**src/rtl/wdk_pkg.sv**
```systemverilog
package wdk_pkg;
    typedef enum logic [2:0] {
        ST_OFF, ST_ARMED, ST_RUN, ST_BITE, ST_HALT
    } wdk_state_e;

    // word indices (byte address / 4)
    localparam int RG_KICK   = 0;
    localparam int RG_REARM  = 1;
    localparam int RG_PERIOD = 2;
    localparam int RG_LEVEL  = 3;
    localparam int RG_LOCKA  = 4;
    localparam int RG_LOCKB  = 5;
    localparam int RG_FLAG   = 6;
    localparam int RG_DBG    = 7;
    localparam int RG_EVT    = 8;
    localparam int RG_MSK    = 9;
    localparam int RG_FRC    = 10;

    localparam logic [15:0] KEY_FEED  = 16'hFEED;
    localparam logic [15:0] KEY_REARM = 16'hACED;
    localparam logic [15:0] KEY_LOCKA = 16'h2BAD;
    localparam logic [15:0] KEY_LOCKB = 16'hCAFE;
    localparam logic [15:0] KEY_CLR   = 16'hE8B4;
    localparam logic [15:0] VAL_OFF   = 16'hDABE;
    localparam logic [15:0] VAL_FIRED = 16'hCFE8;
endpackage

```
**src/rtl/wdk_prescale.sv**
```systemverilog
module wdk_prescale #(
    parameter int DIV = 328
) (
    input  logic clk,
    input  logic rst_n,
    input  logic en,
    input  logic clr,
    output logic tick
);
    localparam int PW = (DIV > 1) ? $clog2(DIV) : 1;
    localparam logic [PW-1:0] P_LAST = PW'(DIV - 1);

    logic [PW-1:0] phase;

    assign tick = en && (phase == P_LAST);

    always_ff @(posedge clk or negedge rst_n) begin
        if (!rst_n)          phase <= '0;
        else if (clr || tick) phase <= '0;
        else if (en)         phase <= phase + 1'b1;
    end

    generate
        if (DIV > 1) begin : g_gap

            tick_gap_chk: assert property (@(posedge clk) disable iff (!rst_n)
                (clr || tick) |=> !tick);
        end
    endgenerate
endmodule

```
**src/rtl/wdk_core.sv**
```systemverilog
module wdk_core
    import wdk_pkg::*;
#(
    parameter int CNT_W   = 15,
    parameter int RST_CYC = 16
) (
    input  logic             clk,
    input  logic             rst_n,
    input  logic             tick,
    input  logic [CNT_W-1:0] period,
    input  logic             feed_req,
    input  logic             rearm_req,
    input  logic             kill_req,
    output wdk_state_e       st,
    output logic [CNT_W-1:0] cnt,
    output logic             reload,
    output logic             warn,
    output logic             bite,
    output logic             run
);
    localparam int BW = (RST_CYC > 1) ? $clog2(RST_CYC) : 1;
    localparam logic [BW-1:0] B_LAST = BW'(RST_CYC - 1);
    localparam logic [CNT_W-1:0] C_TWO = CNT_W'(2);

    wdk_state_e st_n;
    logic [BW-1:0] bcnt;

    always_comb begin
        st_n = st;
        unique case (st)
            ST_OFF:   if (rearm_req) st_n = ST_ARMED;
            ST_ARMED: if (feed_req) st_n = ST_RUN;
            ST_RUN:   if (!feed_req && cnt == '0) st_n = ST_BITE;
            ST_BITE:  if (bcnt == B_LAST) st_n = ST_HALT;
            ST_HALT:  if (feed_req) st_n = ST_RUN;
            default:  st_n = ST_OFF;
        endcase
        if (kill_req) st_n = ST_OFF;
    end

    always_ff @(posedge clk or negedge rst_n) begin
        if (!rst_n) st <= ST_OFF;
        else        st <= st_n;
    end

    always_comb begin
        run    = (st == ST_RUN);
        bite   = (st == ST_BITE);
        reload = feed_req && !kill_req &&
                 (st == ST_ARMED || st == ST_RUN || st == ST_HALT);
        warn   = run && tick && !reload && (cnt == C_TWO);
    end

    always_ff @(posedge clk or negedge rst_n) begin
        if (!rst_n) begin
            cnt  <= '0;
            bcnt <= '0;
        end else begin
            if (reload)                      cnt <= period;
            else if (run && tick && cnt != '0) cnt <= cnt - 1'b1;
            if (!bite)                       bcnt <= '0;
            else if (bcnt != B_LAST)         bcnt <= bcnt + 1'b1;
        end
    end


    reload_val_chk: assert property (@(posedge clk) disable iff (!rst_n)
        reload |=> cnt == $past(period));

    step_one_chk: assert property (@(posedge clk) disable iff (!rst_n)
        (run && tick && !reload && cnt != '0) |=> cnt == $past(cnt) - CNT_W'(1));

    bite_hold_chk: assert property (@(posedge clk) disable iff (!rst_n)
        (bite && bcnt != B_LAST && !kill_req) |=> bite);

    halt_still_chk: assert property (@(posedge clk) disable iff (!rst_n)
        (st == ST_HALT && !feed_req) |=> $stable(cnt));

    kill_off_chk: assert property (@(posedge clk) disable iff (!rst_n)
        kill_req |=> st == ST_OFF);
endmodule

```
**src/rtl/wdog_keyed.sv**
```systemverilog
module wdog_keyed
    import wdk_pkg::*;
#(
    parameter int TICK_DIV = 328,
    parameter int CNT_W    = 15,
    parameter int RST_CYC  = 16
) (
    input  logic        clk,
    input  logic        rst_n,
    input  logic        bus_wr,
    input  logic        bus_rd,
    input  logic [5:0]  bus_addr,
    input  logic [15:0] bus_wdata,
    output logic [15:0] bus_rdata,
    input  logic        dbg_attached,
    output logic        irq,
    output logic        rst_req
);
    logic [3:0]  idx;
    logic        aligned;
    logic [15:0] wsel;

    assign idx     = bus_addr[5:2];
    assign aligned = (bus_addr[1:0] == 2'b00);
    assign wsel    = (bus_wr && aligned) ? (16'd1 << idx) : 16'd0;

    logic [CNT_W-1:0] period_q;
    logic msk_q, frc_q, evt_q, flag_q, dbg_run_q, seq_q;

    wdk_state_e       st;
    logic [CNT_W-1:0] cnt;
    logic reload, warn, bite, run, tick;
    logic feed_req, rearm_req, kill_req, flag_clr, pre_en;

    assign feed_req  = wsel[RG_KICK]  && bus_wdata == KEY_FEED;
    assign rearm_req = wsel[RG_REARM] && bus_wdata == KEY_REARM;
    assign kill_req  = wsel[RG_LOCKB] && bus_wdata == KEY_LOCKB && seq_q;
    assign flag_clr  = wsel[RG_FLAG]  && bus_wdata == KEY_CLR;
    assign pre_en    = run && !(dbg_attached && !dbg_run_q);

    wdk_prescale #(.DIV(TICK_DIV)) u_pre (
        .clk(clk), .rst_n(rst_n), .en(pre_en), .clr(reload), .tick(tick)
    );

    wdk_core #(.CNT_W(CNT_W), .RST_CYC(RST_CYC)) u_core (
        .clk(clk), .rst_n(rst_n), .tick(tick), .period(period_q),
        .feed_req(feed_req), .rearm_req(rearm_req), .kill_req(kill_req),
        .st(st), .cnt(cnt), .reload(reload), .warn(warn), .bite(bite), .run(run)
    );

    always_ff @(posedge clk or negedge rst_n) begin
        if (!rst_n) begin
            period_q  <= '1;
            msk_q     <= 1'b0;
            frc_q     <= 1'b0;
            evt_q     <= 1'b0;
            flag_q    <= 1'b0;
            dbg_run_q <= 1'b0;
            seq_q     <= 1'b0;
        end else begin
            if (wsel[RG_PERIOD]) period_q  <= bus_wdata[CNT_W-1:0];
            if (wsel[RG_MSK])    msk_q     <= bus_wdata[0];
            if (wsel[RG_FRC])    frc_q     <= bus_wdata[0];
            if (wsel[RG_DBG])    dbg_run_q <= bus_wdata[0];
            if (bus_wr)          seq_q     <= wsel[RG_LOCKA] && bus_wdata == KEY_LOCKA;
            if (warn || frc_q)                      evt_q <= 1'b1;
            else if (wsel[RG_EVT] && bus_wdata[0]) evt_q <= 1'b0;
            if (bite)          flag_q <= 1'b1;
            else if (flag_clr) flag_q <= 1'b0;
        end
    end

    assign irq     = evt_q && msk_q;
    assign rst_req = bite;

    always_comb begin
        bus_rdata = 16'd0;
        if (bus_rd && aligned) begin
            case (idx)
                4'(RG_PERIOD): bus_rdata = 16'(period_q);
                4'(RG_LEVEL): begin
                    bus_rdata     = 16'(cnt);
                    bus_rdata[15] = tick;
                end
                4'(RG_LOCKB): bus_rdata = (st == ST_OFF) ? VAL_OFF : 16'd0;
                4'(RG_FLAG):  bus_rdata = flag_q ? VAL_FIRED : 16'd0;
                4'(RG_DBG):   bus_rdata = {14'd0, dbg_attached, dbg_run_q};
                4'(RG_EVT):   bus_rdata = {15'd0, evt_q};
                4'(RG_MSK):   bus_rdata = {15'd0, msk_q};
                4'(RG_FRC):   bus_rdata = {15'd0, frc_q};
                default:      bus_rdata = 16'd0;
            endcase
        end
    end


    flag_sticky_chk: assert property (@(posedge clk) disable iff (!rst_n)
        (flag_q && !flag_clr) |=> flag_q);

    evt_set_chk: assert property (@(posedge clk) disable iff (!rst_n)
        warn |=> evt_q);

    freeze_chk: assert property (@(posedge clk) disable iff (!rst_n)
        (dbg_attached && !dbg_run_q) |-> !tick);

    pulse_flag_chk: assert property (@(posedge clk) disable iff (!rst_n)
        rst_req |=> flag_q);
endmodule

```
**config.mk**
```make
export PLATFORM = sky130hd
export DESIGN_NAME = wdog_keyed
export DESIGN_NICKNAME = d
export VERILOG_FILES = /design/src/rtl/wdk_pkg.sv /design/src/rtl/wdk_prescale.sv /design/src/rtl/wdk_core.sv /design/src/rtl/wdog_keyed.sv
export SDC_FILE = /design/constraint.sdc
export NUM_CORES = 1
export LEC_CHECK = 0
export BUFFER_PORTS_ARGS = -buffer_cell sky130_fd_sc_hd__buf_4
export CAP_MARGIN = 20
export CORE_MARGIN = 10
export CORE_UTILIZATION = 45
export CTS_CLUSTER_DIAMETER = 80
export DETAILED_ROUTE_END_ITERATION = 6
export PLACE_DENSITY = 0.77
export SYNTH_ARGS = -nofsm -noshare
export SYNTH_HDL_FRONTEND = slang
export SYNTH_HIERARCHICAL = 1
export SYNTH_SLANG_ARGS = --single-unit
```
**constraint.sdc**
```tcl
create_clock -name clk -period 8 [get_ports clk]
set_input_delay 0.4 -clock clk [delete_from_list [all_inputs] [get_ports clk]]
set_output_delay 0.4 -clock clk [all_outputs]
set_load 0.05 [all_outputs]
```
Word level (Yosys, flattened, before mapping)

Cells that the tools add are included.

Word-level logic and storage cells: 101
Bits of input ports: 27
Register bits: 52
Output and inout port bits: 18

Add/subtract/negate cells: 3
Reduce and logical (&&, ||, !) cells: 39
Muxes and demuxes: 21
Equality and inequality tests: 26
Shift operators: 1

Operators with widths:

| cell                  | count |
|---|---|
| $pmux 16 s8           | 1 |
| $eq 16x16->1 const B  | 4 |
| $mux 16               | 3 |
| $mux 15               | 2 |
| $logic_and 1x1->1     | 20 |
| $mux 9                | 2 |
| $eq 16x14->1 const B  | 1 |
| $eq 4x4->1 const B    | 4 |
| $eq 15x2->1 const B   | 1 |
| $logic_not 15->1      | 1 |
| $mux 3                | 5 |
| $reduce_bool 15->1    | 1 |
| $sub 15x1->15 const B | 1 |
| $eq 4x3->1 const B    | 3 |
| $pmux 3 s4            | 1 |
| $mux 11               | 1 |
| $shl 1x4->11 const A  | 1 |
| $add 9x1->9 const B   | 1 |
| $eq 9x9->1 const B    | 1 |
| $ne 3x1->1 const B    | 3 |
| $eq 4x2->1 const B    | 2 |
| $mux 4                | 2 |
| $reduce_bool 2->1     | 4 |
| $eq 3x2->1 const B    | 2 |
| other kinds (13)      | 23 |

Depth between registers and ports, before layout

Word-level depth: 13
Depth in mapped cells: 12
Depth with buffers taken out: 10

Hierarchy

Netlist, hierarchy kept.

Modules (own cells, without submodules):

| module       | area an instance (µm²) | instances | cells an instance | seq. area each (µm²) |
|---|---|---|---|---|
| wdog_keyed   | 1,505.2                | 1         | 151               | 544.3 |
| wdk_core     | 1,452.6                | 1         | 166               | 550.5 |
| wdk_prescale | 494.2                  | 1         | 49                | 225.2 |

Worst setup path before layout

No wires, ideal clock.

Path kind: register to output
Start point: register u_core.st[0]
End point: output port bus_rdata[15]
Required time: 7.600 ns
Data arrival time: 2.472 ns
Path buffers: 2
Stages on the path, launching flop included: 9
Setup slack: 5.128 ns
Cells stage by stage: dfrtp_1 > buf_2 > nor3b_1 > a21boi_0 > buf_4 > nand4_1 > nor3_1 > nand2_1 > a21oi_1

Longest elaborated chain between the ends: 5
Elaborated cells between the ends (all ways): 7
Those cells by class: 1 x eq/ne; 3 x mux; 3 x reduce/logical

Ends and longest elaborated chain:

| what                   | RTL line           | RTL |
|---|---|---|
| start, declared        | wdk_core.sv:14     | `output wdk_state_e st,` |
| start signal, assigned | wdk_core.sv:43     | `else st <= st_n;` |
| $eq 3x2->1             | wdk_core.sv:47     | `run = (st == ST_RUN);` |
| named net run          | wdog_keyed.sv:32   | `logic reload, warn, bite, run, tick;` |
| $logic_and 1x1->1      | wdog_keyed.sv:39   | `assign pre_en = run && !(dbg_attached && !dbg_run_q);` |
| named net pre_en       | wdog_keyed.sv:33   | `logic feed_req, rearm_req, kill_req, flag_clr, pre_en;` |
| $logic_and 1x1->1      | wdk_prescale.sv:15 | `assign tick = en && (phase == P_LAST);` |
| named net tick         | wdog_keyed.sv:32   |  |
| $pmux 16 s8            | wdog_keyed.sv:79   | `case (idx)` |
| $mux 16                | wdog_keyed.sv:78   | `if (bus_rd && aligned) begin` |
| end, declared          | wdog_keyed.sv:14   | `output logic [15:0] bus_rdata,` |

The timed path passes the listed nets, and every way through them passes these cells.

Worst setup path after layout

Start point: register u_core.st[1]
End point: register u_core.cnt[7]

Longest elaborated chain between the ends: 6
Elaborated cells between the ends (all ways): 12
Those cells by class: 3 x eq/ne; 1 x mux; 8 x reduce/logical

Ends and longest elaborated chain:

| what                            | RTL line           | RTL |
|---|---|---|
| $eq 3x2->1                      | wdk_core.sv:47     |  |
| named net run                   | wdog_keyed.sv:32   |  |
| $logic_and 1x1->1               | wdog_keyed.sv:39   |  |
| named net pre_en                | wdog_keyed.sv:33   |  |
| $logic_and 1x1->1               | wdk_prescale.sv:15 |  |
| named net tick                  | wdog_keyed.sv:32   |  |
| $logic_and 1x1->1 (2 in series) | wdk_core.sv:60     | `else if (run && tick && cnt != '0) cnt <= cnt - 1'b1;` |
| $reduce_bool 2->1 (no line)     | -                  |  |
| end signal, assigned            | wdk_core.sv:59     | `if (reload) cnt <= period;` |
| end signal, assigned            | wdk_core.sv:60     |  |
| end, declared                   | wdk_core.sv:15     | `output logic [CNT_W-1:0] cnt,` |

The timed path passes the listed nets, and every way through them passes these cells.
A chain may end at the register's enable or synchronous reset.

==> impl_metrics.toml <==
[critical_path]
required_ps = 8240
worstSetupStartpointType = "flop"
reg2regPathDepth = 8
critical-path-top-delay-family = "simple AND/OR/NAND/NOR gates"
crit_buf_inv = 0
path_cells = "nor3b_1 > a21boi_0 > nand4_1 > nor3_1 > and4bb_2 > nand3_1 > or4_1 > a31oi_1"
rr_endpoint = "u_core/cnt[7]$_DFFE_PN0P_"
end_kind = "flop"
regToRegStartpoint = "u_core/st[1]$_DFFE_PN0P_"
critPathMaxStageDelay_ps = 760
path_max_fanout = 13
worstPathArrival_ps = 4020
crit_path_top_delay_cell = "a21boi_0"
reg2reg_slack_ps = 4220
critPathKind = "reg2reg"

[final_layout]
postLayoutCellArea_um2 = 3890
antenna_cells = 0
nets = 429
layout-drive-gt1-share_pct = 25.1
finish.utilization_pct = 52.8
area_growth_syn_to_layout_pct = 12.7

[timing]
setup_ws_ps = 4220
finalMaxSlewViolations = 0
finalCriticalPeriod_ps = 3780
worst_pin_slew_ps = 928
slew_headroom_pct = 37.9
finalCritPeriodShare_pct = 47.2
rsz0062_at_grt = "false"
setup_viol = 0
tns_ps = 0
hold_violations = 0
whs_ps = 115
max_freq_mhz = 265
worst_clock_skew_ps = 12.6

[drt]
vias_per_cell = 6.20
wl_per_cell_um = 18.3
routed_wl_um = 9120
ant_nets = 0
num_vias = 3086
route.detailed.drc = 0
drtIter0Drc = 399
drtPass1Iterations = 5

[global_routing]
use_met3_pct = 2.46
grtUsageTotal_pct = 15.9
grt_pass1_wl_um = 15200
grt_start_max_net_pins = 53
gr-usage-met2_pct = 25.9
use_met1_pct = 20.8
busiest_layer = "met2"
grt_overflow = 0
grt_antenna_before_repair = 0
grt_pass1_vias = 3005

[status]
status = "complete, no violations"

[floorplan]
die_h_um = 108
rows = 31
initial_core_util_pct = 46.8
die-area_um2 = 11600
io_pins = 45
coreArea_um2 = 7370
die_w_um = 108

[power_and_ir_drop]
ir_worst_vdd_mv = 0.0829
switching_share_pct = 26.6
power.switching_mw = 0.137
powerDensity_nw_per_um2 = 132
pwr-share-seq_pct = 57.5
internal_power_mw = 0.378
leakage_nw = 1.63
combPwrFrac_pct = 9.9
clkPwrFrac_pct = 32.6

[logic_synthesis]
synth_edf_count = 0
yosysSeqAreaShare_pct = 38.2
syn_area_per_cell_um2 = 9.43
synth.most_common_cell = "dfrtp_1"
ys.flop_type = "dfrtp_1"
netlist_instances = 366
yosys_warnings = 6
yosys.area.top_type = "dfrtp_1"
synth_nets = 397
synth_top_area_share_pct = 26.8
synthDistinctLibCells = 74
ys_seq_elements = 52
netlist_area_um2 = 3450
async_flop_share_pct = 100
post_synth_most_frequent_cells = "dfrtp_1, nor2_1, nand2_1"
synthTopCellsByArea = "dfrtp_1, dfstp_2, mux2_1"

[placement]
port-buffer-count = 44
pre_cts_ws_ps = 4250
gp_congestion = 0.925
dp_hpwl_um = 6920
dpl_cell_area_um2 = 3790

[clock_network]
cts_made_buffers = 5
cts_root_buf = "clkbuf_8"
cts.sinks = 52
htree_levels = 2
clock_latency_ps = 310
cts_setup_buffers = 0
holdBufCountCts = 0
clk_pin_slew_ps = 110
cts_tree = "done"
cts_buffer_depth = 2
cts_resized = 0

[run]
cap_violations = 0

[hold_path]
hp-class = "in2async"
-- power groups by stage --
| stage | Clock, mW | Sequential (mW) | Combinational [mW] |
|---|---|---|---|
| finish | 0.168 | 0.296 | 0.0509 |
| global route | 0.183 | 0.298 | 0.0561 |
| CTS | 0.171 | 0.296 | 0.0516 |
| detailed placement | 0 | 0.300 | 0.0515 |
| global placement | 0 | 0.300 | 0.0501 |
| floorplan | 0 | 0.294 | 0.0286 |
-- kinds of logic after synthesis --
family          synth area share (%)
simple gates                    28.3
compound gates                  18.2
flops                           38.2
buf+inv                         4.57
mux                             7.65
xor+xnor                        1.52
fa+ha+maj                       1.45
-- how the worst max path moves through the flow --
| stage | startpoint | to | slack, ps | depth (start not counted) |
|---|---|---|---|---|
| 2_1_floorplan | u_core/st[0]$_DFFE_PN0P_ | bus_rdata[15] | 5130 | 8 |
| 3_3_place_gp | u_core/st[1]$_DFFE_PN0P_ | u_core/cnt[5]$_DFFE_PN0P_ | 4420 | 8 |
| 3_5_place_dp | u_core/st[1]$_DFFE_PN0P_ | u_core/cnt[7]$_DFFE_PN0P_ | 4250 | 8 |
| 4_1_cts | u_core/st[1]$_DFFE_PN0P_ | u_core/cnt[9]$_DFFE_PN0P_ | 4250 | 8 |
| 5_1_grt | u_core/st[1]$_DFFE_PN0P_ | u_core/cnt[5]$_DFFE_PN0P_ | 3840 | 8 |
| 6_report | u_core/st[1]$_DFFE_PN0P_ | u_core/cnt[7]$_DFFE_PN0P_ | 4220 | 8 |
-- per-layer routing --
layer | vias up | wire length, um
li1 | 1446 | -
met1 | 1495 | 3990
met2 | 126 | 4370
met3 | 19 | 510
met4 | 0 | 243
met5 | - | 0
-- cell type report --
cell class                      instances  area, um2
Clock buffer                            6       82.6
Clock inverter                          2       17.5
Fill cell                             699       3480
Inverter                                9       33.8
Multi-Input combinational cell        285       1970
Sequential cell                        52       1320
Tap cell                               99        124
Timing Repair Buffer                   45        338
-- layout by cell type, fill, tap and decap left out, drive strengths merged, types with 3 or more instances in the layout --
master  netlist  routed
buf          12      45
dfrtp        37      37
nor2         34      34
nand2        27      27
a21oi        26      26
mux2         19      19
dfstp        15      15
nand3        15      15
a22oi        14      14
nand4        12      12
inv           9      11
or4          10      10
a31oi        10      10
nor3         10      10
o21ai        10      10
or3           8       8
o31ai         7       7
nor4          7       7
clkbuf        8       6
nor2b         5       5
mux2i         5       5
nand2b        5       5
o211ai        5       5
a211o         4       4
xor2          4       4
ha            4       4
and3          4       4
nor3b         4       4
or2           3       3
nand3b        3       3
or4b          3       3
and2          3       3
-- flip-flops by register name, summed over array words and instances, names as in the netlist --
signal	flops
u_core/bcnt	4
flag_q	1
seq_q	1
frc_q	1
dbg_run_q	1
u_core/st	3
u_pre/phase	9
evt_q	1
period_q	15
u_core/cnt	15
msk_q	1
-- per-stage QoR --
step,power (mW),cells
floorplan,0.323,366
CTS,0.518,498
global placement,0.350,490
finish,0.515,498
global route,0.536,498
detailed placement,0.352,490
Note: power is estimated with default switching activity, not from simulation.
